File: config.mk
export PLATFORM = sky130hd
export DESIGN_NAME = async_periph_ctrl
export DESIGN_NICKNAME = d
export VERILOG_FILES = /design/src/rtl/apbc_pkg.sv /design/src/rtl/apbc_rdy_sync.sv /design/src/rtl/apbc_timing.sv /design/src/rtl/async_periph_ctrl.sv
export SDC_FILE = /design/constraint.sdc
export NUM_CORES = 1
export LEC_CHECK = 0
export BUFFER_PORTS_ARGS = -buffer_cell sky130_fd_sc_hd__buf_2
export CAP_MARGIN = 0
export CELL_PAD_IN_SITES_DETAIL_PLACEMENT = 1
export CELL_PAD_IN_SITES_GLOBAL_PLACEMENT = 1
export CORE_MARGIN = 2
export CORE_UTILIZATION = 36
export DETAILED_ROUTE_END_ITERATION = 12
export PLACE_DENSITY_LB_ADDON = 0.1
export RECOVER_POWER = 50
export SLEW_MARGIN = 20
export SYNTH_ARGS = -nofsm -noshare
export SYNTH_HDL_FRONTEND = slang
export SYNTH_HIERARCHICAL = 1
export SYNTH_SLANG_ARGS = --single-unit
File: constraint.sdc
create_clock -name clk -period 4.9 [get_ports clk]
set_input_delay 0.98 -clock clk [delete_from_list [all_inputs] [get_ports clk]]
set_output_delay 0.98 -clock clk [all_outputs]
set_load 0.03 [all_outputs]
File: src/rtl/apbc_pkg.sv
package apbc_pkg;

    localparam int unsigned CNT_W = 4;

    typedef enum logic [2:0] {
        PH_IDLE,
        PH_SETUP,
        PH_STROBE,
        PH_HOLD,
        PH_TAIL
    } phase_e;

    typedef struct packed {
        logic [CNT_W-1:0] setup;
        logic [CNT_W-1:0] strobe;
        logic [CNT_W-1:0] hold;
        logic             ext_en;
        logic [CNT_W-1:0] eval_idx;
    } phase_len_t;

endpackage

File: src/rtl/apbc_rdy_sync.sv
module apbc_rdy_sync #(
    parameter int unsigned STAGES = 2
) (
    input  logic clk,
    input  logic rst_n,
    input  logic async_i,
    output logic sync_o
);

    logic [STAGES-1:0] sh_d;
    logic [STAGES-1:0] sh_q;

    for (genvar i = 0; i < STAGES; i++) begin : g_stage
        if (i == 0) begin : g_first
            assign sh_d[i] = async_i;
        end else begin : g_next
            assign sh_d[i] = sh_q[i-1];
        end
    end

    always_ff @(posedge clk) begin
        if (!rst_n) sh_q <= '0;
        else        sh_q <= sh_d;
    end

    assign sync_o = sh_q[STAGES-1];

endmodule

File: src/rtl/apbc_timing.sv
module apbc_timing
    import apbc_pkg::*;
(
    input  logic             is_write,
    input  logic [CNT_W-1:0] rd_setup,
    input  logic [CNT_W-1:0] rd_strobe,
    input  logic [CNT_W-1:0] rd_hold,
    input  logic [CNT_W-1:0] wr_setup,
    input  logic [CNT_W-1:0] wr_strobe,
    input  logic [CNT_W-1:0] wr_hold,
    output phase_len_t       len
);

    localparam logic [CNT_W:0]   EXT_MIN = (CNT_W+1)'(4);
    localparam logic [CNT_W-1:0] EVAL_BACK = CNT_W'(3);

    function automatic logic [CNT_W-1:0] at_least_one(input logic [CNT_W-1:0] v);
        return (v == '0) ? CNT_W'(1) : v;
    endfunction

    // zero lengths behave as one; R5/R6: stretch window and check point
    always_comb begin
        len.setup    = at_least_one(is_write ? wr_setup  : rd_setup);
        len.strobe   = at_least_one(is_write ? wr_strobe : rd_strobe);
        len.hold     = at_least_one(is_write ? wr_hold   : rd_hold);
        len.ext_en   = ({1'b0, len.setup} + {1'b0, len.strobe}) >= EXT_MIN;
        len.eval_idx = (len.strobe >= EVAL_BACK) ? (len.strobe - EVAL_BACK) : '0;
    end

endmodule

File: src/rtl/async_periph_ctrl.sv
module async_periph_ctrl
    import apbc_pkg::*;
#(
    parameter int unsigned DATA_W      = 32,
    parameter int unsigned ADDR_W      = 4,
    parameter int unsigned TAIL_W      = 3,
    parameter int unsigned SYNC_STAGES = 2
) (
    input  logic              clk,
    input  logic              rst_n,
    input  logic [CNT_W-1:0]  cfg_rd_setup,
    input  logic [CNT_W-1:0]  cfg_rd_strobe,
    input  logic [CNT_W-1:0]  cfg_rd_hold,
    input  logic [CNT_W-1:0]  cfg_wr_setup,
    input  logic [CNT_W-1:0]  cfg_wr_strobe,
    input  logic [CNT_W-1:0]  cfg_wr_hold,
    input  logic [TAIL_W-1:0] cfg_cs_tail,
    input  logic              req_valid,
    input  logic              req_write,
    input  logic [ADDR_W-1:0] req_addr,
    input  logic [DATA_W-1:0] req_wdata,
    output logic              ack,
    output logic [DATA_W-1:0] rdata,
    output logic              bus_cs_n,
    output logic [ADDR_W-1:0] bus_addr,
    output logic              bus_oe_n,
    output logic              bus_re_n,
    output logic              bus_we_n,
    output logic [DATA_W-1:0] bus_dq_out,
    output logic              bus_dq_oe,
    input  logic [DATA_W-1:0] bus_dq_in,
    input  logic              bus_rdy
);

    localparam logic [CNT_W-1:0] ONE = CNT_W'(1);

    typedef struct packed {
        phase_e            ph;
        logic [CNT_W-1:0]  cnt;
        logic              wr;
        logic [ADDR_W-1:0] addr;
        logic [DATA_W-1:0] wdata;
        logic [DATA_W-1:0] rdata;
        logic              ack;
        logic              cs_n;
        logic              oe_n;
        logic              re_n;
        logic              we_n;
        logic              dq_oe;
    } ctl_t;

    ctl_t       cd;
    ctl_t       cq;
    phase_len_t len;
    logic       rdy_s;
    logic       active_d;

    apbc_rdy_sync #(.STAGES(SYNC_STAGES)) u_rdy_sync (
        .clk     (clk),
        .rst_n   (rst_n),
        .async_i (bus_rdy),
        .sync_o  (rdy_s)
    );

    apbc_timing u_timing (
        .is_write  (cq.wr),
        .rd_setup  (cfg_rd_setup),
        .rd_strobe (cfg_rd_strobe),
        .rd_hold   (cfg_rd_hold),
        .wr_setup  (cfg_wr_setup),
        .wr_strobe (cfg_wr_strobe),
        .wr_hold   (cfg_wr_hold),
        .len       (len)
    );

    always_comb begin
        cd     = cq;
        cd.ack = 1'b0;
        unique case (cq.ph)
            PH_IDLE: begin
                // no acceptance in the ack cycle
                if (req_valid && !cq.ack) begin
                    cd.ph    = PH_SETUP;
                    cd.cnt   = '0;
                    cd.wr    = req_write;
                    cd.addr  = req_addr;
                    cd.wdata = req_wdata;
                end
            end
            PH_SETUP: begin
                if (cq.cnt == len.setup - ONE) begin
                    cd.ph  = PH_STROBE;
                    cd.cnt = '0;
                end else begin
                    cd.cnt = cq.cnt + ONE;
                end
            end
            PH_STROBE: begin
                // stall at the check point while ready is low
                if (len.ext_en && (cq.cnt == len.eval_idx) && !rdy_s) begin
                    cd.cnt = cq.cnt;
                end else if (cq.cnt == len.strobe - ONE) begin
                    cd.ph  = PH_HOLD;
                    cd.cnt = '0;
                    if (!cq.wr) cd.rdata = bus_dq_in;
                end else begin
                    cd.cnt = cq.cnt + ONE;
                end
            end
            PH_HOLD: begin
                if (cq.cnt == len.hold - ONE) begin
                    cd.ack = 1'b1;
                    cd.cnt = '0;
                    cd.ph  = (cfg_cs_tail == '0) ? PH_IDLE : PH_TAIL;
                end else begin
                    cd.cnt = cq.cnt + ONE;
                end
            end
            PH_TAIL: begin
                if (cq.cnt == CNT_W'(cfg_cs_tail) - ONE) cd.ph = PH_IDLE;
                else                                     cd.cnt = cq.cnt + ONE;
            end
            default: cd.ph = PH_IDLE;
        endcase

        active_d = (cd.ph == PH_SETUP) || (cd.ph == PH_STROBE) || (cd.ph == PH_HOLD);
        cd.cs_n  = (cd.ph == PH_IDLE);
        cd.oe_n  = !(active_d && !cd.wr);
        cd.dq_oe = active_d && cd.wr;
        cd.re_n  = !((cd.ph == PH_STROBE) && !cd.wr);
        cd.we_n  = !((cd.ph == PH_STROBE) && cd.wr);
    end

    always_ff @(posedge clk) begin
        if (!rst_n) begin
            cq       <= '0;
            cq.ph    <= PH_IDLE;
            cq.cs_n  <= 1'b1;
            cq.oe_n  <= 1'b1;
            cq.re_n  <= 1'b1;
            cq.we_n  <= 1'b1;
        end else begin
            cq <= cd;
        end
    end

    assign ack        = cq.ack;
    assign rdata      = cq.rdata;
    assign bus_cs_n   = cq.cs_n;
    assign bus_addr   = cq.addr;
    assign bus_oe_n   = cq.oe_n;
    assign bus_re_n   = cq.re_n;
    assign bus_we_n   = cq.we_n;
    assign bus_dq_out = cq.wdata;
    assign bus_dq_oe  = cq.dq_oe;

    a_r11_one_strobe: assert property (@(posedge clk) disable iff (!rst_n)
        !(!bus_re_n && !bus_we_n));

    a_r4_strobe_in_cs: assert property (@(posedge clk) disable iff (!rst_n)
        (!bus_re_n || !bus_we_n) |-> !bus_cs_n);

    a_r8_ack_single: assert property (@(posedge clk) disable iff (!rst_n)
        ack |=> !ack);

    a_r4_addr_stable: assert property (@(posedge clk) disable iff (!rst_n)
        (!bus_cs_n && !$past(bus_cs_n)) |-> $stable(bus_addr));

    a_r4_drive_on_write: assert property (@(posedge clk) disable iff (!rst_n)
        !bus_we_n |-> bus_dq_oe);

endmodule

### After elaboration in Yosys (flattened, before gate mapping)

Index checks and enable logic that the tools add are counted.

| storage, ports and cells | value |
|---|---|
| register bits after elaboration | 84 |
| bits of input ports | 100 |
| output and inout port bits | 74 |
| word-level logic and storage cells | 88 |

| operators by class | value |
|---|---|
| add/sub/neg operators | 7 |
| $lt $le $gt $ge | 2 |
| equality and inequality tests | 15 |
| mux-type cells | 23 |
| bitwise operators | 2 |
| reduce and logical (&&, ||, !) cells | 26 |

Operator list:

| kind | number |
|---|---|
| two-way mux 4 bit | 12 |
| two-way mux 44 bit | 1 |
| two-way mux 37 bit | 1 |
| == test 4 bit | 5 |
| case mux 4 bit (5 select lines) | 1 |
| two-way mux 3 bit | 6 |
| case mux 3 bit (5 select lines) | 1 |
| == test 3 x 2 -> 1 bit, second input constant | 4 |
| logical NOT 4 bit | 3 |
| subtractor 4 x 1 -> 4 bit, second input constant | 3 |
| logical NOT 3 bit | 3 |
| AND reduction 4 bit | 2 |
| logical AND 1 bit | 7 |
| == test 3 x 1 -> 1 bit, second input constant | 2 |
| logical NOT 1 bit | 6 |
| inequality test 2 bit, second input constant | 3 |
| adder 4 x 4 -> 5 bit | 1 |
| >= comparator 5 x 3 -> 1 bit, second input constant | 1 |
| nonzero test 5 bit | 1 |
| adder 4 x 1 -> 4 bit, second input constant | 1 |
| >= comparator 4 x 2 -> 1 bit, second input constant | 1 |
| AND reduction 2 bit | 2 |
| subtractor 3 x 1 -> 4 bit, second input constant | 1 |
| subtractor 4 x 2 -> 4 bit, second input constant | 1 |
| other kinds (4) | 6 |

### Logic depth before layout (Yosys ltp)

| depth | value |
|---|---|
| depth in word-level cells | 15 |
| gate-level depth with buffers | 16 |
| gate-level depth less buffers | 14 |

### Hierarchy

The synthesis kept the hierarchy.

By module, submodules not included:

| module | instances | cells each | area an instance (um^2) | sequential area each (um^2) |
|---|---|---|---|---|
| async_periph_ctrl | 1 | 455 | 4,124.0 | 1,641.6 |
| apbc_timing | 1 | 41 | 412.9 | 0.0 |
| apbc_rdy_sync | 1 | 4 | 52.6 | 40.0 |

### Worst setup path after synthesis

Ideal clock, no wire load.

| path | value |
|---|---|
| path kind | in2reg |
| from | input cfg_wr_setup[3] |
| to | register cq (netlist bit rdata[10]) |
| setup time | 0.116 ns |
| data arrival time | 3.808 ns |
| required time | 4.784 ns |
| setup slack | 0.976 ns |
| stages on the path | 14 |
| buffers on the path | 1 |
| cells stage by stage | mux2_2 o31ai_2 ha_1 inv_1 fa_1 nor2_1 a31oi_1 or4_1 nand2b_1 nor3_1 nor4b_4 buf_6 mux2i_1 nor2b_1 |

RTL lines:

| what | RTL line | RTL |
|---|---|---|
| from (decl) | async_periph_ctrl.sv:14 | `input logic [CNT_W-1:0] cfg_wr_setup,` |
| to (decl) | async_periph_ctrl.sv:53 | `ctl_t cq;` |

==> summary.md <==
| Metric | Value |
|---|---|
| Syn Std Cell Area | `4590 um^2` |
| Synth area leader | `dfxtp_1` |
| Core area | `12500 um^2` |
| Finished Layout Cells | `770` |
| DRT iter0 DRCs | `134` |
| Count leader, synth | `dfxtp_1` |
| Htree depth | `3` |
| Clock Path Buffers | `2` |
| FF-to-FF End | `cq[76]$_SDFFE_PN0P_` |
| Diode count | `0` |
| Synth cell types | `55` |
| VDD IR max | `0.190 mV` |
| Initial antenna violation count | `0` |
| Synth area leaders | `dfxtp_1, buf_4, mux2i_1` |
| Max-Cap Viols | `1` |
| Largest fanout on the critical path | `12` |
| Clock-pin slew on the worst setup and hold paths | `0.06 ns` |
| Tcrit/Tclk final | `0.857` |
| Endpoints failing setup | `0` |
| CTS tree | `done` |
| WL final | `10700 um` |
| WP data arrival | `4.41 ns` |
| FP Rows | `41` |
| Clock skew | `0.00555 ns` |
| Via count | `3517` |
| Cts hold-fix bufs | `0` |
| First-pass iteration count of the detailed router | `4` |
| Die area | `13700 um^2` |
| Residual DRC count | `0` |
| Layout Nets | `705` |
| DP Cell Count | `755` |
| Hold Vio Cnt, Final | `0` |
| Vias per cell | `4.57` |
| Post-DRT Antenna Nets | `0` |
| I/O Pins | `174` |
| Post-cts resize count | `0` |
| Fillers | `1575` |
| Status | `finished, violations left` |
| Worst min path class | `reg -> reg` |
| Routed len/inst | `13.9 um` |
| Predominant post-synthesis flop cell | `dfxtp_1` |
| Sequential share of the synthesized area | `0.366` |
| Setup TNS | `0 ns` |
| Hold Startpoint | `u_rdy_sync/sh_q[0]$_SDFF_PN0_` |
| End of the worst hold path | `u_rdy_sync/sh_q[1]$_SDFF_PN0_` |
| EDFF count, synth | `0` |
| Number of synthesized register bits | `84` |
| CP Class | `reg -> reg` |
| Reg-to-reg startpoint | `cq[74]$_SDFF_PN0_` |
| Area Overhead vs Synth | `14.6%` |
| Final worst path period need | `4.20 ns` |
| Clk_lat worst skew | `0.34 ns` |
| FFs w/ async S/R, synth | `0` |
| Synth warn | `6` |
| Slew margin rel. | `-0.181` |
| # port buffers | `173` |
| Top cell type's share of synthesized area | `0.366` |
| Worst Path Required | `5.11 ns` |
| Reg2Reg Setup Slack | `0.70 ns` |
| Layout cell share with drive strength beyond 1 | `0.219` |
| Hpwl dp | `7930 um` |
| Leak | `2.07 nW` |
| CTS Buf Count | `9` |
| Final Slew Violations | `49` |
| Reg2Reg Depth | `13` |
| Clock sinks | `84` |
| Largest net degree at the start of global routing | `49` |
| First-pass GRT wire length | `17100 um` |
| Pwr dens | `344 nW/um^2` |
| Vias in the first global route | `3583` |
| Critical path capture point type | `flip-flop` |
| Cells after synthesis | `500` |
| Startpoint types | `flip-flop` |
| RSZ-0062 raised after global routing | `no` |
| Starting Density | `0.367` |
| DIE WIDTH | `117 um` |
| GR Overflow Total | `0` |
| FMAX | `238 MHz` |
| Syn avg cell area | `9.18 um^2` |
| Commonest cells post-synth | `dfxtp_1, nand2_1, buf_4, mux2i_1, nor2b_1` |
| Overall Global Routing Usage | `0.160` |
| Syn nets | `611` |
| Die H | `117 um` |
| Slew @ Worst Pin | `1.77 ns` |
| Hold depth | `1` |
| Post-CTS Setup Bufs | `0` |
| CTS root buf | `clkbuf_16` |
| Gpl congestion | `0.778` |
| Failing checks | `capacitance limit, slew limit` |
placed cells by master (no fill, tap or decap), types with 3 or more instances in the layout:
| cell | instances |
|---|---|
| a21boi_0 | 36 |
| a21oi_1 | 6 |
| and2_1 | 5 |
| and3b_1 | 3 |
| buf_2 | 98 |
| buf_4 | 3 |
| clkbuf_1 | 77 |
| clkbuf_16 | 9 |
| dfxtp_1 | 84 |
| ha_1 | 10 |
| inv_1 | 16 |
| mux2_4 | 4 |
| mux2i_1 | 37 |
| mux2i_2 | 3 |
| nand2_1 | 78 |
| nand3_1 | 6 |
| nor2_1 | 7 |
| nor2b_1 | 37 |
| nor3_1 | 8 |
| o21ai_0 | 5 |
| xnor2_1 | 16 |
| xor2_1 | 6 |
worst max-delay path, cell delays in order, from the launching register on:
cell and delay (ns):
dfxtp_1 0.69, mux2_2 0.45, o31ai_2 0.42, ha_1 0.26, inv_1 0.06, fa_1 0.38, nor2_1 0.11, a31oi_1 0.09
or4_1 0.41, nand2b_1 0.11, o311ai_0 0.16, o2bb2ai_1 0.29, o31ai_1 0.55, nor2_1 0.10
layer usage:
metal / track usage / share of wire / vias up
li1: - / - / 1766
met5: 0 / 0 / -
met3: 0.0608 / 0.083 / 9
met1: 0.191 / 0.43 / 1641
met4: 0.0471 / 0.010 / 0
met2: 0.267 / 0.48 / 101
metrics by stage:
| stage | setup slack [ns] | hold slack (ns) | power, mW | util | instance area [um^2] |
|---|---|---|---|---|---|
| 2_1_floorplan | 0.976 | 0.412 | 1.03 | - | 4590 |
| 3_3_place_gp | 0.699 | 0.423 | 1.10 | 0.403 | 5040 |
| 3_5_place_dp | 0.539 | 0.421 | 1.11 | 0.403 | 5040 |
| 4_1_cts | 0.724 | 0.436 | 1.85 | 0.428 | 5360 |
| 5_1_grt | 0.424 | 0.441 | 1.91 | 0.420 | 5260 |
| 6_report | 0.699 | 0.433 | 1.81 | 0.420 | 5260 |
cells by family after synthesis:
kind of cell,synth area share
compound gates,0.109
xor+xnor,0.0540
fa+ha+maj,0.0316
buf+inv,0.160
flops,0.366
mux,0.110
simple gates,0.169
power by group:
part	leakage (nW)	total, mW	internal, mW	switching [mW]
registers	0.684	0.746	0.715	0.0305
logic	1.24	0.330	0.134	0.196
clock network	0.149	0.731	0.447	0.285
how the worst max path moves through the flow:
stage	slack, ns	start	cells after the start	endpoint
floorplan	0.98	cfg_wr_setup[3]	14	rdata[10]$_SDFFE_PN0P_
global placement	0.70	cfg_wr_setup[3]	14	cq[76]$_SDFFE_PN0P_
detailed placement	0.54	cfg_wr_setup[3]	14	cq[76]$_SDFFE_PN0P_
CTS	0.72	cq[74]$_SDFF_PN0_	13	cq[76]$_SDFFE_PN0P_
global route	0.42	cq[74]$_SDFF_PN0_	13	cq[76]$_SDFFE_PN0P_
finish	0.70	cq[74]$_SDFF_PN0_	13	cq[76]$_SDFFE_PN0P_
layout make-up:
class | count | area [um^2] | share of cell area
inverters | 16 | 60.1 | 0.0114
repair buffers | 178 | 818 | 0.156
flip-flops and latches | 84 | 1680 | 0.320
well taps | 172 | 215 | 0.0409
clock inverters | 5 | 85.1 | 0.0162
multi-input cells | 305 | 2170 | 0.413
clock buffers | 10 | 229 | 0.0435
state kept, by name, summed over array words and instances, names as in the netlist:
name / flops
bus_dq_out: 32
rdata: 32
cq: 8
bus_addr: 4
u_rdy_sync/sh_q: 2
ack: 1
bus_cs_n: 1
bus_dq_oe: 1
bus_oe_n: 1
bus_re_n: 1
bus_we_n: 1
Power figures use the tool's default switching activity.
